===== src/rtl/dxc_pkg.sv =====
// Shared definitions for the data access translation checker.
// Assumes a fault code of 3 bits and a 6-bit status vector.
package dxc_pkg;

    typedef enum logic [2:0] {
        FLT_NONE  = 3'd0,
        FLT_ALIGN = 3'd1,
        FLT_PAGE  = 3'd2,
        FLT_ACV   = 3'd3,
        FLT_MISS  = 3'd4,
        FLT_DMISS = 3'd5,
        FLT_MCHK  = 3'd6,
        FLT_UNIMP = 3'd7
    } flt_e;

    localparam int ST_W     = 6;
    localparam int ST_WR    = 0;
    localparam int ST_BADVA = 1;
    localparam int ST_ACV   = 2;
    localparam int ST_MISS  = 3;
    localparam int ST_FOR   = 4;
    localparam int ST_FOW   = 5;

    localparam int          MODE_W      = 2;
    localparam int          NUM_MODES   = 1 << MODE_W;
    localparam logic [1:0]  MODE_KERNEL = 2'd0;

endpackage


===== src/rtl/dxc_mode_sel.sv =====
// Effective mode selection for permission checks.
// Assumes kernel is encoded as mode zero.
module dxc_mode_sel
    import dxc_pkg::*;
(
    input  logic              pc_lo,
    input  logic              use_alt,
    input  logic [MODE_W-1:0] cur_mode,
    input  logic [MODE_W-1:0] alt_mode,
    output logic [MODE_W-1:0] eff_mode
);

    // Picks the mode from the PC low bit and the alternate-mode qualifier.
    always_comb begin
        if (pc_lo) eff_mode = use_alt ? alt_mode : MODE_KERNEL;
        else       eff_mode = cur_mode;
    end

endmodule


===== src/rtl/dxc_check.sv =====
// Priority chain of address checks ahead of the physical-address rules.
// Produces a raw (possibly too wide) physical address when no fault is found.
// Assumes the lookup result belongs to the presented address.
module dxc_check
    import dxc_pkg::*;
#(
    parameter int VA_W       = 64,
    parameter int PA_W       = 44,
    parameter int PAGE_SHIFT = 13,
    parameter int VA_IMPL_LO = 43,
    parameter int SP_HI      = 47,
    parameter int SP_LO      = 41,
    parameter int SP_TAG     = 'h7E,
    parameter int SX_BIT     = 40
) (
    input  logic                     [VA_W-1:0] va,
    input  logic                     [1:0]      size,
    input  logic                                write,
    input  logic                                phys,
    input  logic                                ptacc,
    input  logic                     [MODE_W-1:0] cur_mode,
    input  logic                     [MODE_W-1:0] eff_mode,
    input  logic                                tlb_hit,
    input  logic                     [PA_W-PAGE_SHIFT-1:0] tlb_ppn,
    input  logic                     [NUM_MODES-1:0] tlb_rd_en,
    input  logic                     [NUM_MODES-1:0] tlb_wr_en,
    input  logic                                tlb_for,
    input  logic                                tlb_fow,
    output flt_e                                fault,
    output logic                     [ST_W-1:0] stat,
    output logic                     [VA_W-1:0] pa_raw,
    output logic                                tlb_pass
);

    localparam int SP_W = SP_HI - SP_LO + 1;

    logic [2:0]            size_mask;
    logic                  misalign;
    logic                  canon;
    logic                  superpage;
    logic [PA_W-1:0]       sp_pa;
    logic [VA_W-1:0]       hit_pa;
    logic [VA_W-VA_IMPL_LO-1:0] upper;

    // Size mask and the simple address predicates.
    always_comb begin
        size_mask = 3'((4'd1 << size) - 4'd1);
        misalign  = |(va[2:0] & size_mask);
        upper     = va[VA_W-1:VA_IMPL_LO];
        canon     = (&upper) | ~(|upper);
        superpage = (va[SP_HI:SP_LO] == SP_W'(SP_TAG));
        hit_pa    = VA_W'({tlb_ppn, va[PAGE_SHIFT-1:0]});
    end

    // Direct-mapped address with top bits extended from the sign bit.
    always_comb begin
        sp_pa = va[PA_W-1:0];
        if (sp_pa[SX_BIT]) sp_pa[PA_W-1:SX_BIT] = '1;
        else               sp_pa[PA_W-1:SX_BIT] = '0;
    end

    // Ordered checks; the first failing check decides the fault.
    always_comb begin
        fault    = FLT_NONE;
        stat     = '0;
        pa_raw   = '0;
        tlb_pass = 1'b0;
        if (misalign) begin
            fault        = FLT_ALIGN;
            stat[ST_WR]  = write;
        end else if (phys) begin
            pa_raw = va;
        end else if (!canon) begin
            fault          = FLT_PAGE;
            stat[ST_WR]    = write;
            stat[ST_BADVA] = 1'b1;
            stat[ST_ACV]   = 1'b1;
        end else if (superpage) begin
            if (cur_mode != MODE_KERNEL) begin
                fault        = FLT_ACV;
                stat[ST_WR]  = write;
                stat[ST_ACV] = 1'b1;
            end else begin
                pa_raw = VA_W'(sp_pa);
            end
        end else if (!tlb_hit) begin
            fault         = ptacc ? FLT_DMISS : FLT_MISS;
            stat[ST_WR]   = write;
            stat[ST_MISS] = 1'b1;
        end else if (write) begin
            if (!tlb_wr_en[eff_mode]) begin
                fault        = FLT_PAGE;
                stat[ST_WR]  = 1'b1;
                stat[ST_ACV] = 1'b1;
                stat[ST_FOW] = tlb_fow;
            end else if (tlb_fow) begin
                fault        = FLT_PAGE;
                stat[ST_WR]  = 1'b1;
                stat[ST_FOW] = 1'b1;
            end else begin
                pa_raw   = hit_pa;
                tlb_pass = 1'b1;
            end
        end else begin
            if (!tlb_rd_en[eff_mode]) begin
                fault        = FLT_ACV;
                stat[ST_ACV] = 1'b1;
                stat[ST_FOR] = tlb_for;
            end else if (tlb_for) begin
                fault        = FLT_PAGE;
                stat[ST_FOR] = 1'b1;
            end else begin
                pa_raw   = hit_pa;
                tlb_pass = 1'b1;
            end
        end
    end

endmodule


===== src/rtl/dxc_pa_post.sv =====
// Physical-range and cacheability rules applied to a fault-free address.
// Assumes an earlier fault passes through unchanged with a zero address.
module dxc_pa_post
    import dxc_pkg::*;
#(
    parameter int VA_W    = 64,
    parameter int PA_W    = 44,
    parameter int CLR_HI  = 42,
    parameter int CLR_LO  = 35,
    parameter int WIN_LO  = 40,
    parameter int WIN_TAG = 'hA
) (
    input  flt_e               fault_in,
    input  logic [ST_W-1:0]    stat_in,
    input  logic [VA_W-1:0]    pa_raw,
    output flt_e               fault,
    output logic [ST_W-1:0]    stat,
    output logic [PA_W-1:0]    pa,
    output logic               uncached
);

    localparam int WIN_W = PA_W - WIN_LO;

    // Range check, register-window check, then the uncached address form.
    always_comb begin
        fault    = fault_in;
        stat     = stat_in;
        pa       = '0;
        uncached = 1'b0;
        if (fault_in == FLT_NONE) begin
            if (|pa_raw[VA_W-1:PA_W]) begin
                fault = FLT_MCHK;
            end else if (pa_raw[PA_W-1:WIN_LO] == WIN_W'(WIN_TAG)) begin
                fault = FLT_UNIMP;
            end else begin
                pa = pa_raw[PA_W-1:0];
                if (pa_raw[PA_W-1]) begin
                    uncached          = 1'b1;
                    pa[CLR_HI:CLR_LO] = '0;
                end
            end
        end
    end

endmodule


===== src/rtl/dxc_counters.sv =====
// Wrapping event counters for hits, misses and violations.
// Assumes at most one event of each kind per cycle.
module dxc_counters #(
    parameter int CNT_W = 16
) (
    input  logic             clk,
    input  logic             rst_n,
    input  logic             inc_hit,
    input  logic             inc_miss,
    input  logic             inc_viol,
    output logic [CNT_W-1:0] hit_q,
    output logic [CNT_W-1:0] miss_q,
    output logic [CNT_W-1:0] viol_q
);

    // Each counter steps by one on its event and wraps at the top.
    always_ff @(posedge clk) begin
        if (!rst_n) begin
            hit_q  <= '0;
            miss_q <= '0;
            viol_q <= '0;
        end else begin
            if (inc_hit)  hit_q  <= hit_q + 1'b1;
            if (inc_miss) miss_q <= miss_q + 1'b1;
            if (inc_viol) viol_q <= viol_q + 1'b1;
        end
    end

    p_hit_step_r13: assert property (@(posedge clk) disable iff (!rst_n)
        inc_hit |=> hit_q == $past(hit_q) + 1'b1);
    p_hit_hold_r13: assert property (@(posedge clk) disable iff (!rst_n)
        !inc_hit |=> hit_q == $past(hit_q));
    p_miss_hold_r13: assert property (@(posedge clk) disable iff (!rst_n)
        !inc_miss |=> miss_q == $past(miss_q));
    p_viol_hold_r13: assert property (@(posedge clk) disable iff (!rst_n)
        !inc_viol |=> viol_q == $past(viol_q));

endmodule


===== src/rtl/dxlate_check.sv =====
// Data access translation and protection checker, top level.
// Evaluates one request per cycle and registers the outcome.
// Assumes the external lookup result is valid alongside req_valid.
module dxlate_check
    import dxc_pkg::*;
#(
    parameter int VA_W       = 64,
    parameter int PA_W       = 44,
    parameter int PAGE_SHIFT = 13,
    parameter int CNT_W      = 16,
    parameter int CLR_HI     = 42,
    parameter int CLR_LO     = 35
) (
    input  logic                        clk,
    input  logic                        rst_n,
    input  logic                        req_valid,
    input  logic [VA_W-1:0]             req_va,
    input  logic [1:0]                  req_size,
    input  logic                        req_write,
    input  logic                        req_phys,
    input  logic                        req_alt,
    input  logic                        req_ptacc,
    input  logic                        pc_lo,
    input  logic [1:0]                  cur_mode,
    input  logic [1:0]                  alt_mode,
    input  logic                        tlb_hit,
    input  logic [PA_W-PAGE_SHIFT-1:0]  tlb_ppn,
    input  logic [3:0]                  tlb_rd_en,
    input  logic [3:0]                  tlb_wr_en,
    input  logic                        tlb_for,
    input  logic                        tlb_fow,
    output logic                        rsp_valid,
    output logic [PA_W-1:0]             rsp_pa,
    output logic                        rsp_uncached,
    output logic [2:0]                  rsp_fault,
    output logic [5:0]                  rsp_stat,
    output logic [CNT_W-1:0]            hit_cnt,
    output logic [CNT_W-1:0]            miss_cnt,
    output logic [CNT_W-1:0]            viol_cnt
);

    logic [MODE_W-1:0] eff_mode;
    flt_e              chk_fault;
    logic [ST_W-1:0]   chk_stat;
    logic [VA_W-1:0]   pa_raw;
    logic              tlb_pass;
    flt_e              fin_fault;
    logic [ST_W-1:0]   fin_stat;
    logic [PA_W-1:0]   fin_pa;
    logic              fin_unc;
    flt_e              fault_q;
    logic              inc_miss;
    logic              inc_viol;

    dxc_mode_sel u_mode (
        .pc_lo    (pc_lo),
        .use_alt  (req_alt),
        .cur_mode (cur_mode),
        .alt_mode (alt_mode),
        .eff_mode (eff_mode)
    );

    dxc_check #(
        .VA_W       (VA_W),
        .PA_W       (PA_W),
        .PAGE_SHIFT (PAGE_SHIFT)
    ) u_check (
        .va        (req_va),
        .size      (req_size),
        .write     (req_write),
        .phys      (req_phys),
        .ptacc     (req_ptacc),
        .cur_mode  (cur_mode),
        .eff_mode  (eff_mode),
        .tlb_hit   (tlb_hit),
        .tlb_ppn   (tlb_ppn),
        .tlb_rd_en (tlb_rd_en),
        .tlb_wr_en (tlb_wr_en),
        .tlb_for   (tlb_for),
        .tlb_fow   (tlb_fow),
        .fault     (chk_fault),
        .stat      (chk_stat),
        .pa_raw    (pa_raw),
        .tlb_pass  (tlb_pass)
    );

    dxc_pa_post #(
        .VA_W   (VA_W),
        .PA_W   (PA_W),
        .CLR_HI (CLR_HI),
        .CLR_LO (CLR_LO)
    ) u_post (
        .fault_in (chk_fault),
        .stat_in  (chk_stat),
        .pa_raw   (pa_raw),
        .fault    (fin_fault),
        .stat     (fin_stat),
        .pa       (fin_pa),
        .uncached (fin_unc)
    );

    // Classifies the final fault for the miss and violation counters.
    always_comb begin
        inc_miss = req_valid && (fin_fault == FLT_MISS || fin_fault == FLT_DMISS);
        inc_viol = req_valid && (fin_fault == FLT_PAGE || fin_fault == FLT_ACV);
    end

    dxc_counters #(
        .CNT_W (CNT_W)
    ) u_cnt (
        .clk      (clk),
        .rst_n    (rst_n),
        .inc_hit  (req_valid && tlb_pass),
        .inc_miss (inc_miss),
        .inc_viol (inc_viol),
        .hit_q    (hit_cnt),
        .miss_q   (miss_cnt),
        .viol_q   (viol_cnt)
    );

    // Output register: captures the outcome of each accepted request.
    always_ff @(posedge clk) begin
        if (!rst_n) begin
            rsp_valid    <= 1'b0;
            rsp_pa       <= '0;
            rsp_uncached <= 1'b0;
            fault_q      <= FLT_NONE;
            rsp_stat     <= '0;
        end else begin
            rsp_valid <= req_valid;
            if (req_valid) begin
                rsp_pa       <= fin_pa;
                rsp_uncached <= fin_unc;
                fault_q      <= fin_fault;
                rsp_stat     <= fin_stat;
            end
        end
    end

    assign rsp_fault = fault_q;

    p_rsp_follow_r1: assert property (@(posedge clk) disable iff (!rst_n)
        req_valid |=> rsp_valid);
    p_rsp_idle_r1: assert property (@(posedge clk) disable iff (!rst_n)
        !req_valid |=> !rsp_valid);
    p_fault_pa_zero_r1: assert property (@(posedge clk) disable iff (!rst_n)
        (rsp_valid && rsp_fault != 3'd0) |-> rsp_pa == '0);
    p_uncached_form_r12: assert property (@(posedge clk) disable iff (!rst_n)
        (rsp_valid && rsp_uncached) |-> (rsp_pa[PA_W-1] && rsp_pa[CLR_HI:CLR_LO] == '0));
    p_miss_stat_r7: assert property (@(posedge clk) disable iff (!rst_n)
        (rsp_valid && (rsp_fault == 3'd4 || rsp_fault == 3'd5)) |-> rsp_stat[3]);

endmodule


===== config.mk =====
export PLATFORM = sky130hd
export DESIGN_NAME = dxlate_check
export DESIGN_NICKNAME = d
export VERILOG_FILES = /design/src/rtl/dxc_pkg.sv /design/src/rtl/dxc_mode_sel.sv /design/src/rtl/dxc_check.sv /design/src/rtl/dxc_pa_post.sv /design/src/rtl/dxc_counters.sv /design/src/rtl/dxlate_check.sv
export SDC_FILE = /design/constraint.sdc
export NUM_CORES = 1
export LEC_CHECK = 0
export BUFFER_PORTS_ARGS = -buffer_cell sky130_fd_sc_hd__buf_2
export CORE_ASPECT_RATIO = 2
export CORE_MARGIN = 2
export CORE_UTILIZATION = 43
export DETAILED_ROUTE_END_ITERATION = 10
export PLACE_DENSITY = 0.75
export SYNTH_ARGS = -nofsm -noshare
export SYNTH_HDL_FRONTEND = slang
export SYNTH_SLANG_ARGS = --single-unit

===== constraint.sdc =====
create_clock -name clk -period 2.2 [get_ports clk]
set_input_delay 0.22 -clock clk [delete_from_list [all_inputs] [get_ports clk]]
set_output_delay 0.22 -clock clk [all_outputs]
set_load 0.01 [all_outputs]

==> out/metrics.yaml <==
total_power_mw: 3.95
synth_top_area_cell: "dfxtp_1"
relSlewSlack_pct: 68.9
slowest_stage: "or4b_4"
synthSimpleGateAreaFrac_pct: 28.2
rows: 55
synth_fp_nets: 674
grt_pass1_wl_um: 24400
vias: 5315
finalMaxSlewViolations: 0
finalClockSkew_ns: 0.00727
required_ns: 2.49
setup_violations: 0
track_usage_pct: 24.8
fin_tns_setup_ns: 0
finalHoldViolations: 0
portBuffers: 222
fin_crit_sh_pct: 99.1
drtAntennaViolNets: 0
synth_edf_count: 0
synth_area_per_cell_um2: 8.93
cp.arrival_ns: 2.47
end_kind: "register"
status: "finished clean"
io_pins: 223
dieArea_um2: 12400
clk_pin_slew_ns: 0.07
synth_mux_area_share_pct: 1.83
peakVddDrop_mv: 0.405
period_minus_slack_ns: 2.18
syn_area_um2: 4920
holdPathStages: 2
critPathLaunchType: "input port"
synth_fa_ha_area_share_pct: 0.763
antenna_found_initial: 0
synthArstFlopShare_pct: 0
worst_pin_slew_ns: 0.466
clockBufferDepth: 2
wl_per_cell_um: 16.4
yosysTopAreaCellShare_pct: 41.5
cts_tree: "built"
register_area_um2: 2040
grt_pass1_vias: 5246
synth-compound-area-share_pct: 18.7
critPathMaxFanout: 7
multi_input_area_um2: 2920
fin_hold_ws_ns: 0.118
rsz0062_at_grt: "true"
synth_flop_cell: "dfxtp_1"
p_per_area_nw_per_um2: 542
ys_warn_count: 0
fin_nets: 955
leakagePower_nw: 3.32
grt_max_degree: 46
synthTopCellsByArea: "dfxtp_1 (41%), and2_1 (5.1%), xnor2_1 (4.6%)"
synth_xor_area_share_pct: 5.69
cap_violations: 0
root_buffer: "clkbuf_16"
synth.distinct_cells: 67
area_growth_pct: 48.0
first_pass_iters: 4
wl_um: 16100
worstSetupPathType: "in -> reg"
fillers: 937
dp_hpwl_um: 12500
synth.most_common_cell: "dfxtp_1"
netlist_instances: 551
ys_seq_area_share_pct: 41.5
ys_ff_latch: 102
cp_slowest_stage_delay_ns: 0.49
worstPathCellList: "buf_2 > nor4_2 > and4_4 > nand3b_1 > nand2_2 > or4b_4 > o221ai_4 > or2_4 > clkbuf_16 > a32o_1"
worstRegToRegCells: 8
grt-ovfl-total: 0
routed_via_density: 5.43
drc: 0
hold_path_class: "in -> reg"
core_um2: 11200
htree_levels: 3
initial_utilization_pct: 43.9
drt_iter0_drc: 175
max_freq_ghz: 0.459
clkLatencyLatePin_ns: 0.35
die_y_um: 155
synth.top_cells.by_count: "dfxtp_1 (102), nand2_1 (55), and2_1 (40), nand3_1 (29), a22oi_1 (27)"
place.gp.congestion: 0.943
synth_top_family_by_area: "simple AND/OR/NAND/NOR gates"
antennaDiodeCount: 0
layout-drive-gt1-share_pct: 43.1
numClockSinks: 102
fp.dieW_um: 79.7
numCtsBuffers: 9
## state kept, by name, summed over array words and instances (netlist names)
name          count
rsp_stat          6
u_cnt.miss_q     16
rsp_pa           44
u_cnt.hit_q      16
rsp_fault         3
u_cnt.viol_q     16
rsp_valid         1
## critical path: cells and delay by family
| kind | cells | cell delay, ns |
|---|---|---|
| and+or+nand+nor | 6 | 1.62 |
| AOI/OAI and AO/OA | 2 | 0.36 |
| buffers and inverters | 2 | 0.27 |
## placed cells by master (no fill, tap or decap), types with 9 or more instances in the layout
cell,instances
and3_1,15
a22oi_1,27
nor2_1,12
mux2i_1,9
a32o_1,14
nand3_1,27
o21ai_0,18
nand2b_1,11
dfxtp_1,102
clkbuf_16,10
buf_4,71
xnor2_1,26
and2_1,40
buf_2,215
nand4_1,26
o21ai_1,27
nand2_1,53
## through the flow
stage,util (%),setup WS [ns],std cells,instance area [µm²]
4_1_cts,63.0,0.0000322,976,7060
3_5_place_dp,60.4,-0.353,960,6770
2_1_floorplan,-,-0.0478,551,4990
3_3_place_gp,60.4,-0.276,960,6770
6_report,65.0,0.0200,979,7290
5_1_grt,65.0,-0.121,979,7290
## worst paths after layout
kind,from,end,slack (ns)
worst max-delay path,req_va[48],rsp_pa[8],0.02
worst min-delay path,req_va[7],rsp_pa[7],0.12
worst min register to register,rsp_pa[15],rsp_pa[15],0.45
worst max register to register,u_cnt.viol_q[4],u_cnt.viol_q[15],0.23
## per-layer routing
metal | up-vias | GRT usage, % | wire length [µm] | part of all wire (%)
met1 | 2464 | 23.7 | 5520 | 34
met3 | 42 | 4.64 | 1140 | 7.1
li1 | 2578 | - | - | -
met4 | 0 | 11.4 | 462 | 2.9
met2 | 231 | 48.8 | 8940 | 56
met5 | - | 0 | 0 | 0
## logic make-up after synthesis
logic type / count (synthesis)
simple gates: 238
compound gates: 129
flops: 102
buf+inv: 38
fa+ha+maj: 3
mux: 9
xor+xnor: 32
## area by class of cell
class                      instances  share of cell area [%]
multi-input combinational        411                    40.1
sequential                       102                    28.0
clock buffer                      10                    3.28
timing repair buffer             300                    25.0
inverter                           8                   0.412
tap                              142                    2.44
clock inverter                     6                   0.704
## power breakdown
| part | switching [mW] | leakage [nW] | total, mW | internal [mW] |
|---|---|---|---|---|
| clock | 0.715 | 0.134 | 1.53 | 0.814 |
| sequential | 0.0146 | 0.824 | 1.89 | 1.87 |
| combinational | 0.273 | 2.37 | 0.533 | 0.261 |
| total | 1.00 | 3.32 | 3.95 | 2.95 |
## what timing repair did
action | 4_1_cts | 5_1_grt
setup endpoints to repair | 0 | 80
gates resized for setup | 0 | 46
hold buffers | 0 | 0
buffers inserted | 0 | 2
(Power assumes the default switching activity.)
